<file path="src/rtl/dma_seq_pkg.sv">
package dma_seq_pkg;

    typedef enum logic [2:0] {
        ST_IDLE,
        ST_RD_REQ,
        ST_RD_WAIT,
        ST_WR_REQ,
        ST_UPDATE
    } seq_state_e;

    // Bit order is decoded by the sequencer: MSB first.
    typedef struct packed {
        logic [1:0] width;
        logic       rpt_irq_en;
        logic       chain_en;
        logic       dst_inc;
        logic       src_inc;
        logic       rpt_src;
        logic       rpt_mode;
    } chan_ctrl_t;

    localparam logic [1:0] WIDTH_RESV = 2'b11;

    function automatic logic [2:0] width_bytes(input logic [1:0] w);
        logic [2:0] b;
        unique case (w)
            2'b00:   b = 3'd1;
            2'b01:   b = 3'd2;
            2'b10:   b = 3'd4;
            default: b = 3'd0;
        endcase
        return b;
    endfunction

endpackage

</file>
<file path="src/rtl/dma_ctrl_decode.sv">
module dma_ctrl_decode
    import dma_seq_pkg::*;
(
    input  chan_ctrl_t ctrl,
    output logic       width_ok,
    output logic [1:0] side_adv,
    output logic [1:0] side_reload,
    output logic [2:0] step_bytes
);
    // side index 0 = source, 1 = destination
    always_comb begin
        width_ok       = (ctrl.width != WIDTH_RESV);
        step_bytes     = width_bytes(ctrl.width);
        side_reload[0] = ctrl.rpt_mode & ctrl.rpt_src;
        side_reload[1] = ctrl.rpt_mode & ~ctrl.rpt_src;
        // the repeat area always walks forward; its increment bit is unused
        side_adv[0]    = side_reload[0] | ctrl.src_inc;
        side_adv[1]    = side_reload[1] | ctrl.dst_inc;
    end
endmodule

</file>
<file path="src/rtl/dma_addr_track.sv">
module dma_addr_track #(
    parameter int ADDR_W = 32
) (
    input  logic              clk,
    input  logic              rst_n,
    input  logic              load,
    input  logic [ADDR_W-1:0] load_val,
    input  logic              advance,
    input  logic              reload,
    input  logic [2:0]        step,
    output logic [ADDR_W-1:0] cur
);
    logic [ADDR_W-1:0] base_q;

    always_ff @(posedge clk or negedge rst_n) begin
        if (!rst_n) begin
            cur    <= '0;
            base_q <= '0;
        end else if (load) begin
            cur    <= load_val;
            base_q <= load_val;
        end else if (reload) begin
            cur    <= base_q;
        end else if (advance) begin
            cur    <= cur + ADDR_W'(step);
        end
    end
endmodule

</file>
<file path="src/rtl/dma_xfer_count.sv">
module dma_xfer_count #(
    parameter int CNT_W = 16
) (
    input  logic             clk,
    input  logic             rst_n,
    input  logic             load,
    input  logic [CNT_W-1:0] load_val,
    input  logic             dec,
    input  logic             reload,
    output logic             last
);
    logic [CNT_W-1:0] cnt_q;
    logic [CNT_W-1:0] init_q;

    always_ff @(posedge clk or negedge rst_n) begin
        if (!rst_n) begin
            cnt_q  <= '0;
            init_q <= '0;
        end else if (load) begin
            cnt_q  <= load_val;
            init_q <= load_val;
        end else if (reload) begin
            cnt_q  <= init_q;
        end else if (dec) begin
            cnt_q  <= cnt_q - CNT_W'(1);
        end
    end

    assign last = (cnt_q == CNT_W'(1));
endmodule

</file>
<file path="src/rtl/dma_chan_seq.sv">
module dma_chan_seq
    import dma_seq_pkg::*;
#(
    parameter int ADDR_W   = 32,
    parameter int DATA_W   = 32,
    parameter int CNT_W    = 16,
    parameter int NUM_CHAN = 24,
    parameter int CHAN_ID  = 0
) (
    input  logic              clk,
    input  logic              rst_n,
    input  logic              cfg_load,
    input  logic [7:0]        cfg_ctrl,
    input  logic [ADDR_W-1:0] cfg_src,
    input  logic [ADDR_W-1:0] cfg_dst,
    input  logic [CNT_W-1:0]  cfg_count,
    input  logic              trig,
    output logic [15:0]       ctrl_rd,
    output logic              busy,
    output logic              err,
    output logic              irq_done,
    output logic              irq_rpt,
    output logic              chain_req,
    output logic              bus_req_valid,
    input  logic              bus_req_ready,
    output logic              bus_req_we,
    output logic [ADDR_W-1:0] bus_req_addr,
    output logic [1:0]        bus_req_size,
    output logic [DATA_W-1:0] bus_req_wdata,
    input  logic              bus_rsp_valid,
    input  logic [DATA_W-1:0] bus_rsp_rdata
);
    localparam int LAST_CHAN = NUM_CHAN - 1;

    seq_state_e        state_q, state_d;
    chan_ctrl_t        ctrl_q;
    logic              armed_q;
    logic              err_q;
    logic [DATA_W-1:0] data_q;

    logic              width_ok;
    logic [1:0]        side_adv, side_reload;
    logic [2:0]        step_bytes;
    logic              chain_allow;
    logic              cnt_last;

    logic              is_idle, load_ok, start, trig_bad, in_update, block_end;
    logic [1:0][ADDR_W-1:0] addr_init, addr_cur;

    dma_ctrl_decode u_dec (
        .ctrl        (ctrl_q),
        .width_ok    (width_ok),
        .side_adv    (side_adv),
        .side_reload (side_reload),
        .step_bytes  (step_bytes)
    );

    // the top channel may never hand off to a following descriptor
    generate
        if (CHAN_ID == LAST_CHAN) begin : g_no_chain
            assign chain_allow = 1'b0;
        end else begin : g_chain
            assign chain_allow = ctrl_q.chain_en;
        end
    endgenerate

    assign is_idle   = (state_q == ST_IDLE);
    assign in_update = (state_q == ST_UPDATE);
    assign load_ok   = cfg_load & is_idle;
    assign start     = trig & is_idle & armed_q & width_ok;
    assign trig_bad  = trig & ((~is_idle) | (armed_q & ~width_ok));
    assign block_end = in_update & cnt_last;

    assign addr_init[0] = cfg_src;
    assign addr_init[1] = cfg_dst;

    for (genvar g = 0; g < 2; g++) begin : g_side
        dma_addr_track #(.ADDR_W(ADDR_W)) u_addr (
            .clk      (clk),
            .rst_n    (rst_n),
            .load     (load_ok),
            .load_val (addr_init[g]),
            .advance  (in_update & side_adv[g]),
            .reload   (block_end & side_reload[g]),
            .step     (step_bytes),
            .cur      (addr_cur[g])
        );
    end

    dma_xfer_count #(.CNT_W(CNT_W)) u_cnt (
        .clk      (clk),
        .rst_n    (rst_n),
        .load     (load_ok),
        .load_val (cfg_count),
        .dec      (in_update),
        .reload   (block_end & ctrl_q.rpt_mode),
        .last     (cnt_last)
    );

    // state register
    always_ff @(posedge clk or negedge rst_n) begin
        if (!rst_n) state_q <= ST_IDLE;
        else        state_q <= state_d;
    end

    // transitions
    always_comb begin
        state_d = state_q;
        unique case (state_q)
            ST_IDLE:    if (start)         state_d = ST_RD_REQ;
            ST_RD_REQ:  if (bus_req_ready) state_d = ST_RD_WAIT;
            ST_RD_WAIT: if (bus_rsp_valid) state_d = ST_WR_REQ;
            ST_WR_REQ:  if (bus_req_ready) state_d = ST_UPDATE;
            ST_UPDATE:                     state_d = ST_IDLE;
            default:                       state_d = ST_IDLE;
        endcase
    end

    // channel registers
    always_ff @(posedge clk or negedge rst_n) begin
        if (!rst_n) begin
            ctrl_q  <= '0;
            armed_q <= 1'b0;
            err_q   <= 1'b0;
            data_q  <= '0;
        end else begin
            if (load_ok) begin
                ctrl_q  <= chan_ctrl_t'(cfg_ctrl);
                armed_q <= (cfg_count != '0);
                err_q   <= 1'b0;
            end else begin
                if (trig_bad) err_q <= 1'b1;
                if (block_end & ~ctrl_q.rpt_mode) armed_q <= 1'b0;
            end
            if ((state_q == ST_RD_WAIT) && bus_rsp_valid) data_q <= bus_rsp_rdata;
        end
    end

    // outputs
    always_comb begin
        bus_req_valid = 1'b0;
        bus_req_we    = 1'b0;
        bus_req_addr  = addr_cur[0];
        unique case (state_q)
            ST_RD_REQ: begin
                bus_req_valid = 1'b1;
            end
            ST_WR_REQ: begin
                bus_req_valid = 1'b1;
                bus_req_we    = 1'b1;
                bus_req_addr  = addr_cur[1];
            end
            default: ;
        endcase
        bus_req_size  = ctrl_q.width;
        bus_req_wdata = data_q;
        busy          = ~is_idle;
        err           = err_q;
        ctrl_rd       = {8'h00, ctrl_q};
        irq_done      = block_end & ~ctrl_q.rpt_mode & ~chain_allow;
        chain_req     = block_end & ~ctrl_q.rpt_mode &  chain_allow;
        irq_rpt       = block_end &  ctrl_q.rpt_mode &  ctrl_q.rpt_irq_en;
    end

endmodule

</file>
<file path="config.mk">
export PLATFORM = sky130hd
export DESIGN_NAME = dma_chan_seq
export DESIGN_NICKNAME = d
export VERILOG_FILES = /design/src/rtl/dma_seq_pkg.sv /design/src/rtl/dma_ctrl_decode.sv /design/src/rtl/dma_addr_track.sv /design/src/rtl/dma_xfer_count.sv /design/src/rtl/dma_chan_seq.sv
export SDC_FILE = /design/constraint.sdc
export NUM_CORES = 1
export LEC_CHECK = 0
export BUFFER_PORTS_ARGS = -buffer_cell sky130_fd_sc_hd__buf_2
export CORE_MARGIN = 3
export CORE_UTILIZATION = 59
export CTS_BUF_LIST = sky130_fd_sc_hd__clkbuf_8 sky130_fd_sc_hd__clkbuf_16
export CTS_CLUSTER_SIZE = 14
export DETAILED_ROUTE_END_ITERATION = 7
export GPL_TIMING_DRIVEN = 1
export PLACE_DENSITY = 0.81
export SLEW_MARGIN = 15
export SYNTH_ARGS = -nofsm -noshare
export SYNTH_HDL_FRONTEND = slang
export SYNTH_HIERARCHICAL = 1
export SYNTH_SLANG_ARGS = --single-unit
</file>
<file path="constraint.sdc">
create_clock -name clk -period 6.6 [get_ports clk]
set_input_delay 0.66 -clock clk [delete_from_list [all_inputs] [get_ports clk]]
set_output_delay 0.66 -clock clk [all_outputs]
set_load 0.02 [all_outputs]
</file>
Word level (Yosys, flattened, before mapping)
Index checks and enable logic that the tools add are counted.
{"block": "word_totals", "register_bits": 205, "out_inout_bits": 89}
{"block": "op_classes", "addsub": 3, "eq_ne": 12, "muxes": 22, "bitwise": 26, "n_reduce_logical": 11}
{"op": "32-bit 2-to-1 mux", "n": 7}
{"op": "32-bit by 3-bit adder with 32-bit output", "n": 2}
{"op": "16-bit 2-to-1 mux", "n": 3}
{"op": "1-bit AND", "n": 18}
{"op": "16-bit by 1-bit == test with 1-bit output (second input constant)", "n": 1}
{"op": "16-bit nonzero test", "n": 1}
{"op": "16-bit by 1-bit subtractor with 16-bit output (second input constant)", "n": 1}
{"op": "3-bit 2-to-1 mux", "n": 4}
{"op": "3-bit one-hot mux with 4 select lines", "n": 1}
{"op": "3-bit one-hot mux with 3 select lines", "n": 1}
{"op": "3-bit nonzero test", "n": 3}
{"op": "2-bit != test (second input constant)", "n": 4}
{"op": "3-bit by 2-bit == test with 1-bit output (second input constant)", "n": 2}
{"op": "1-bit 2-to-1 mux", "n": 6}
{"op": "1-bit inverter", "n": 5}
{"op": "4-bit AND reduction", "n": 1}
{"op": "2-bit nonzero test", "n": 2}
{"op": "3-bit by 1-bit == test with 1-bit output (second input constant)", "n": 1}
{"op": "3-bit == test (second input constant)", "n": 1}
{"op": "3-bit zero test", "n": 1}
{"op": "1-bit bitwise OR", "n": 3}
{"op": "2-bit by 1-bit == test with 1-bit output (second input constant)", "n": 1}
{"op": "2-bit == test (second input constant)", "n": 1}
{"op": "2-bit zero test", "n": 1}
{"op": "3 further kinds", "n": 3}

Logic depth before layout (Yosys ltp)
{"block": "depth", "ltp_word": 7, "ltp_mapped": 11, "ltp_nobuf": 10}

By module
The synthesis kept the hierarchy.
{"mod": "dma_addr_track", "n_inst": 2, "cells_each": 373, "area_per_inst_um2": 3603.5, "seq_area_each_um2": 1601.5}
{"mod": "dma_chan_seq", "n_inst": 1, "cells_each": 174, "area_per_inst_um2": 2323.5, "seq_area_each_um2": 1126.1}
{"mod": "dma_xfer_count", "n_inst": 1, "cells_each": 190, "area_per_inst_um2": 1804.2, "seq_area_each_um2": 800.8}
{"mod": "dma_ctrl_decode", "n_inst": 1, "cells_each": 8, "area_per_inst_um2": 50.0, "seq_area_each_um2": 0.0}

Worst setup path after synthesis
Ideal clock, no wire load.
{"block": "synth_path", "path_kind": "reg2out", "startpoint": "register u_cnt.cnt_q[9]", "endpoint": "output chain_req", "arrival_time_ns": 2.052, "required_time_ns": 5.940, "path_slack_ns": 3.888, "stages_incl_launch_ff": 6, "n_path_buf": 0, "path_cell_list": "dfrtp_1 > nor4_4 > nand4_1 > nor4_1 > nand4bb_1 > nor3b_1"}
{"block": "synth_via", "elab_chain_len": 4}
{"element": "start: declaration", "line_no": "dma_xfer_count.sv:12", "text": "logic [CNT_W-1:0] cnt_q;"}
{"element": "start signal: assignment", "line_no": "dma_xfer_count.sv:20", "text": "cnt_q <= load_val;"}
{"element": "start signal: assignment", "line_no": "dma_xfer_count.sv:23", "text": "cnt_q <= init_q;"}
{"element": "start signal: assignment", "line_no": "dma_xfer_count.sv:25", "text": "cnt_q <= cnt_q - CNT_W'(1);"}
{"element": "16-bit by 1-bit == test with 1-bit output", "line_no": "dma_xfer_count.sv:29", "text": "assign last = (cnt_q == CNT_W'(1));"}
{"element": "via cnt_last", "line_no": "dma_chan_seq.sv:45", "text": "logic cnt_last;"}
{"element": "1-bit AND", "line_no": "dma_chan_seq.sv:72", "text": "assign block_end = in_update & cnt_last;"}
{"element": "1-bit AND (2 in a row)", "line_no": "dma_chan_seq.sv:161", "text": "chain_req = block_end & ~ctrl_q.rpt_mode & chain_allow;"}
{"element": "end: declaration", "line_no": "dma_chan_seq.sv:23", "text": "output logic chain_req,"}
The timed path passes the listed nets, and every way through them passes these cells.

Final worst setup path
{"block": "layout_path", "startpoint": "register u_cnt.cnt_q[9]", "endpoint": "register g_side[0].u_addr.cur[14]"}
{"block": "layout_via", "elab_chain_len": 5, "elab_cells_between_ends": 6, "classes_between": "eq/ne: 1; mux: 2; bitwise: 2; reduce/logical: 1"}
{"element": "16-bit by 1-bit == test with 1-bit output (*)", "line_no": "dma_xfer_count.sv:29"}
{"element": "via cnt_last", "line_no": "dma_chan_seq.sv:45"}
{"element": "1-bit AND (*)", "line_no": "dma_chan_seq.sv:72"}
{"element": "1-bit AND (*)", "line_no": "dma_chan_seq.sv:84", "text": ".reload (block_end & side_reload[g]),"}
{"element": "32-bit 2-to-1 mux", "line_no": "dma_addr_track.sv:22", "text": "end else if (reload) begin"}
{"element": "32-bit 2-to-1 mux", "line_no": "dma_addr_track.sv:19", "text": "end else if (load) begin"}
{"element": "end signal: assignment", "line_no": "dma_addr_track.sv:20", "text": "cur <= load_val;"}
{"element": "end signal: assignment", "line_no": "dma_addr_track.sv:23", "text": "cur <= base_q;"}
{"element": "end signal: assignment", "line_no": "dma_addr_track.sv:25", "text": "cur <= cur + ADDR_W'(step);"}
{"element": "end: declaration", "line_no": "dma_addr_track.sv:11", "text": "output logic [ADDR_W-1:0] cur"}
The timed path passes the listed nets; every way through them passes the cells marked *.
A chain may end at the register's enable or synchronous reset.

==> qor.txt <==
status = finished clean
Clock Latency Late Sink = 0.50 ns
biggest cell delay along the critical path = 0.90 ns
DR WL/cell = 20.18 um
row count = 50
Synth-to-Final Area Change = 16.27%
CP required = 7.02 ns
Critical Path End Type = flop
cell internal pwr = 3.765 mW
initial antenna violation count = 3
root buf cell = clkbuf_16
Final Cycle Share = 0.5867
simple-gate portion of the synthesized area = 0.1560
FFs w/ async S/R, synth = 1.000
TritonRoute pass-1 iters = 5
P_leak = 5.833 nW
gr usage total = 0.2890
register area share after synthesis = 0.4506
largest family of logic cells by synthesized area = compound AO/OA/AOI/OAI gates
nets = 1431
initial DRC count = 800
placed instance area = 12500 um^2
via count = 9942
drc violations = 0
P_sw = 2.590 mW
Sink Count = 205
# setup viols final = 0
Worst Path Buf+Inv = 1
Die X-Extent = 144.9 um
largest net degree at the start of global routing = 128
Slew HR = 0.2758
Initial Util = 0.6046
Vias/cell = 6.341
worst vdd ir = 0.5600 mV
CP cell instances = nor4_4 -> nand4_1 -> nor4_1 -> and3_1 -> buf_4 -> nor2b_1 -> a22oi_1 -> a21oi_1 -> a2bb2oi_1
Num CTS Buffers = 23
synthesized cell area = 11380 um^2
Hold Vio Cnt, Final = 0
crit-path max FO = 46
CP Class = reg -> reg
CP startpoint kind = flop
syn avg cell area = 10.18 um^2
XOR/XNOR share of the synthesized area = 0.02385
worst setup slack after layout = 2.728 ns
Power Density = 480.1 nW/um^2
vias in the first global route = 9844
critical path data arrival time = 4.29 ns
Post-CTS Setup Bufs = 0
Setup Skew = 0.007435 ns
diode count = 0
fmax = 0.2583 GHz
net switching fraction of the power = 0.4076
layout cells sized above 1 = 0.3119
Final Max Slew Viols = 0
Primary FF master, synth = dfrtp_1
max cap viols = 0
RSZ-0062 raised after global routing = no
CTS tree = yes
antenna-violating nets left = 0
CTS H-Tree Depth = 1
CTS Buffer Depth = 3
Clock Pin Slew Worst Setup and Hold Paths = 0.06 ns
Yosys Warn Count = 6
Routability Congestion = 0.9098
adder-cell share of the synthesized area = 0.01231
post-cts resize count = 0
mux cell area share after synthesis = 0.1313
combinational share of power = 0.418
cell family with most CP delay = simple AND/OR/NAND/NOR gates
FF+latch count, synth = 205
pre-CTS setup slack = 2.877 ns
Total Wirelength = 31640 um
Boundary Pins = 215
placed wire-length estimate = 21830 um
grt ovf = 0
first-pass GRT wire length = 50760 um
Core Area = 18830 um^2
Clock Power Share = 0.198
cell count after synthesis = 1118
hold crit path type = in -> async
area fraction in compound gates after synthesis = 0.1761
IO buf count = 206
Worst Tran Pin Value = 1.086 ns
setup TNS = 0 ns
crit path max-delay cell type = nor2b_1
Tmin final = 3.872 ns
die footprint = 21000 um^2
share of power burned in registers = 0.384
Die Span Y = 144.9 um
Cell variety after synth = 73
Post-synth EDFFs = 0
fin area = 13240 um^2
CTS Hold Bufs = 0
==> cells by family after synthesis <==
kind of cell             after synthesis
XOR/XNOR                              31
adder cells (fa/ha/maj)               10
AND/OR/NAND/NOR                      316
buffers and inverters                122
AO/OA/AOI/OAI                        299
other                                  1
flip-flops                           205
multiplexers                         134
==> cells in the mapped netlist (5+ instances only) <==
library cell	n	share of area
a211oi_1	6	0.0040
a21oi_1	72	0.032
a221o_1	8	0.0070
a22o_1	11	0.0085
a22oi_1	23	0.015
a2bb2oi_1	19	0.015
a31oi_1	16	0.0088
a41oi_1	6	0.0046
and3_1	16	0.0088
and4_1	7	0.0054
buf_1	15	0.0049
buf_2	16	0.0070
buf_4	17	0.011
clkbuf_1	23	0.0076
dfrtp_1	205	0.45
ha_1	8	0.0088
inv_1	48	0.016
mux2_2	121	0.12
mux2i_1	11	0.0097
nand2_1	75	0.025
nand2b_1	8	0.0044
nand3_1	30	0.013
nand3_2	6	0.0053
nand4_1	19	0.010
nor2_1	59	0.019
nor2b_1	14	0.0077
nor3_1	27	0.012
nor3_2	5	0.0044
nor3b_1	8	0.0053
nor4_1	8	0.0044
o21a_1	11	0.0073
o21ai_0	70	0.031
o221ai_1	12	0.0092
o22ai_1	8	0.0044
xnor2_1	15	0.012
xor2_1	16	0.012
==> flip-flops by register name, indices dropped and copies added (netlist names) <==
| signal | flops |
|---|---|
| state_q | 3 |
| u_cnt/init_q | 16 |
| chain_allow | 1 |
| u_cnt/cnt_q | 16 |
| armed_q | 1 |
| g_side.u_addr/cur | 64 |
| bus_req_size | 2 |
| ctrl_rd | 5 |
| g_side.u_addr/base_q | 64 |
| err | 1 |
| bus_req_wdata | 32 |
==> metal layers <==
layer  global-route usage  vias to the layer above  wire [um]  part of all wire
li1                     -                     4460          -                 -
met1               0.3811                     4833      12650              0.40
met2               0.4817                      540      15090              0.48
met3              0.05340                      103       2650             0.084
met4               0.1031                        6       1213             0.038
met5                    0                        -         28           0.00089
==> per-stage QoR <==
stage / total power [mW] / utilization / instances / hold WS [ns]
global route: 6.726 / 0.7029 / 1568 / 0.3704
CTS: 6.344 / 0.7029 / 1568 / 0.3707
floorplan: 4.237 / - / 1125 / 0.3644
finish: 6.355 / 0.7029 / 1568 / 0.2765
detailed placement: 5.058 / 0.6640 / 1530 / 0.4774
global placement: 4.961 / 0.6640 / 1530 / 0.4671
==> path summary, 6_finish.rpt <==
path,start,end,slack (ns),depth (start not counted)
max reg2reg,u_cnt/cnt_q[9],g_side[0].u_addr/cur[14],2.73,9
max in group asynchronous,rst_n,u_cnt/init_q[8],4.70,2
max,u_cnt/cnt_q[9],g_side[0].u_addr/cur[14],2.73,9
min in group clk,bus_rsp_rdata[30],bus_req_wdata[30],0.38,2
min reg2reg,bus_req_wdata[30],bus_req_wdata[30],0.49,1
min,rst_n,g_side[1].u_addr/base_q[3],0.28,1
==> area by class of cell <==
type / count / area, um^2
Clock buffer: 27 / 630.6
Clock inverter: 11 / 102.6
Fill cell: 1399 / 5594
Inverter: 48 / 180.2
Multi-Input combinational cell: 798 / 5731
Sequential cell: 205 / 5130
Tap cell: 260 / 325.3
Timing Repair Buffer: 219 / 1137
==> power groups by stage <==
stage	Sequential (mW)	Combinational, mW	Clock, mW
detailed placement	2.44	2.62	0
global placement	2.42	2.54	0
global route	2.51	2.89	1.33
finish	2.44	2.66	1.26
CTS	2.43	2.64	1.27
floorplan	2.40	1.83	0
==> placed cells by master, fill, tap and decap left out, drive strengths merged, types with 12 or more instances in the layout <==
cell       n
a21oi     74
a22oi     23
a2bb2oi   19
a31oi     16
and3      16
buf      218
clkbuf    28
dfrtp    205
inv       56
mux2     123
nand2     76
nand3     36
nand4     21
nor2      60
nor2b     15
nor3      32
nor4      12
o21ai     73
o221ai    12
xnor2     15
xor2      16
Note: power is estimated with default switching activity, not from simulation.
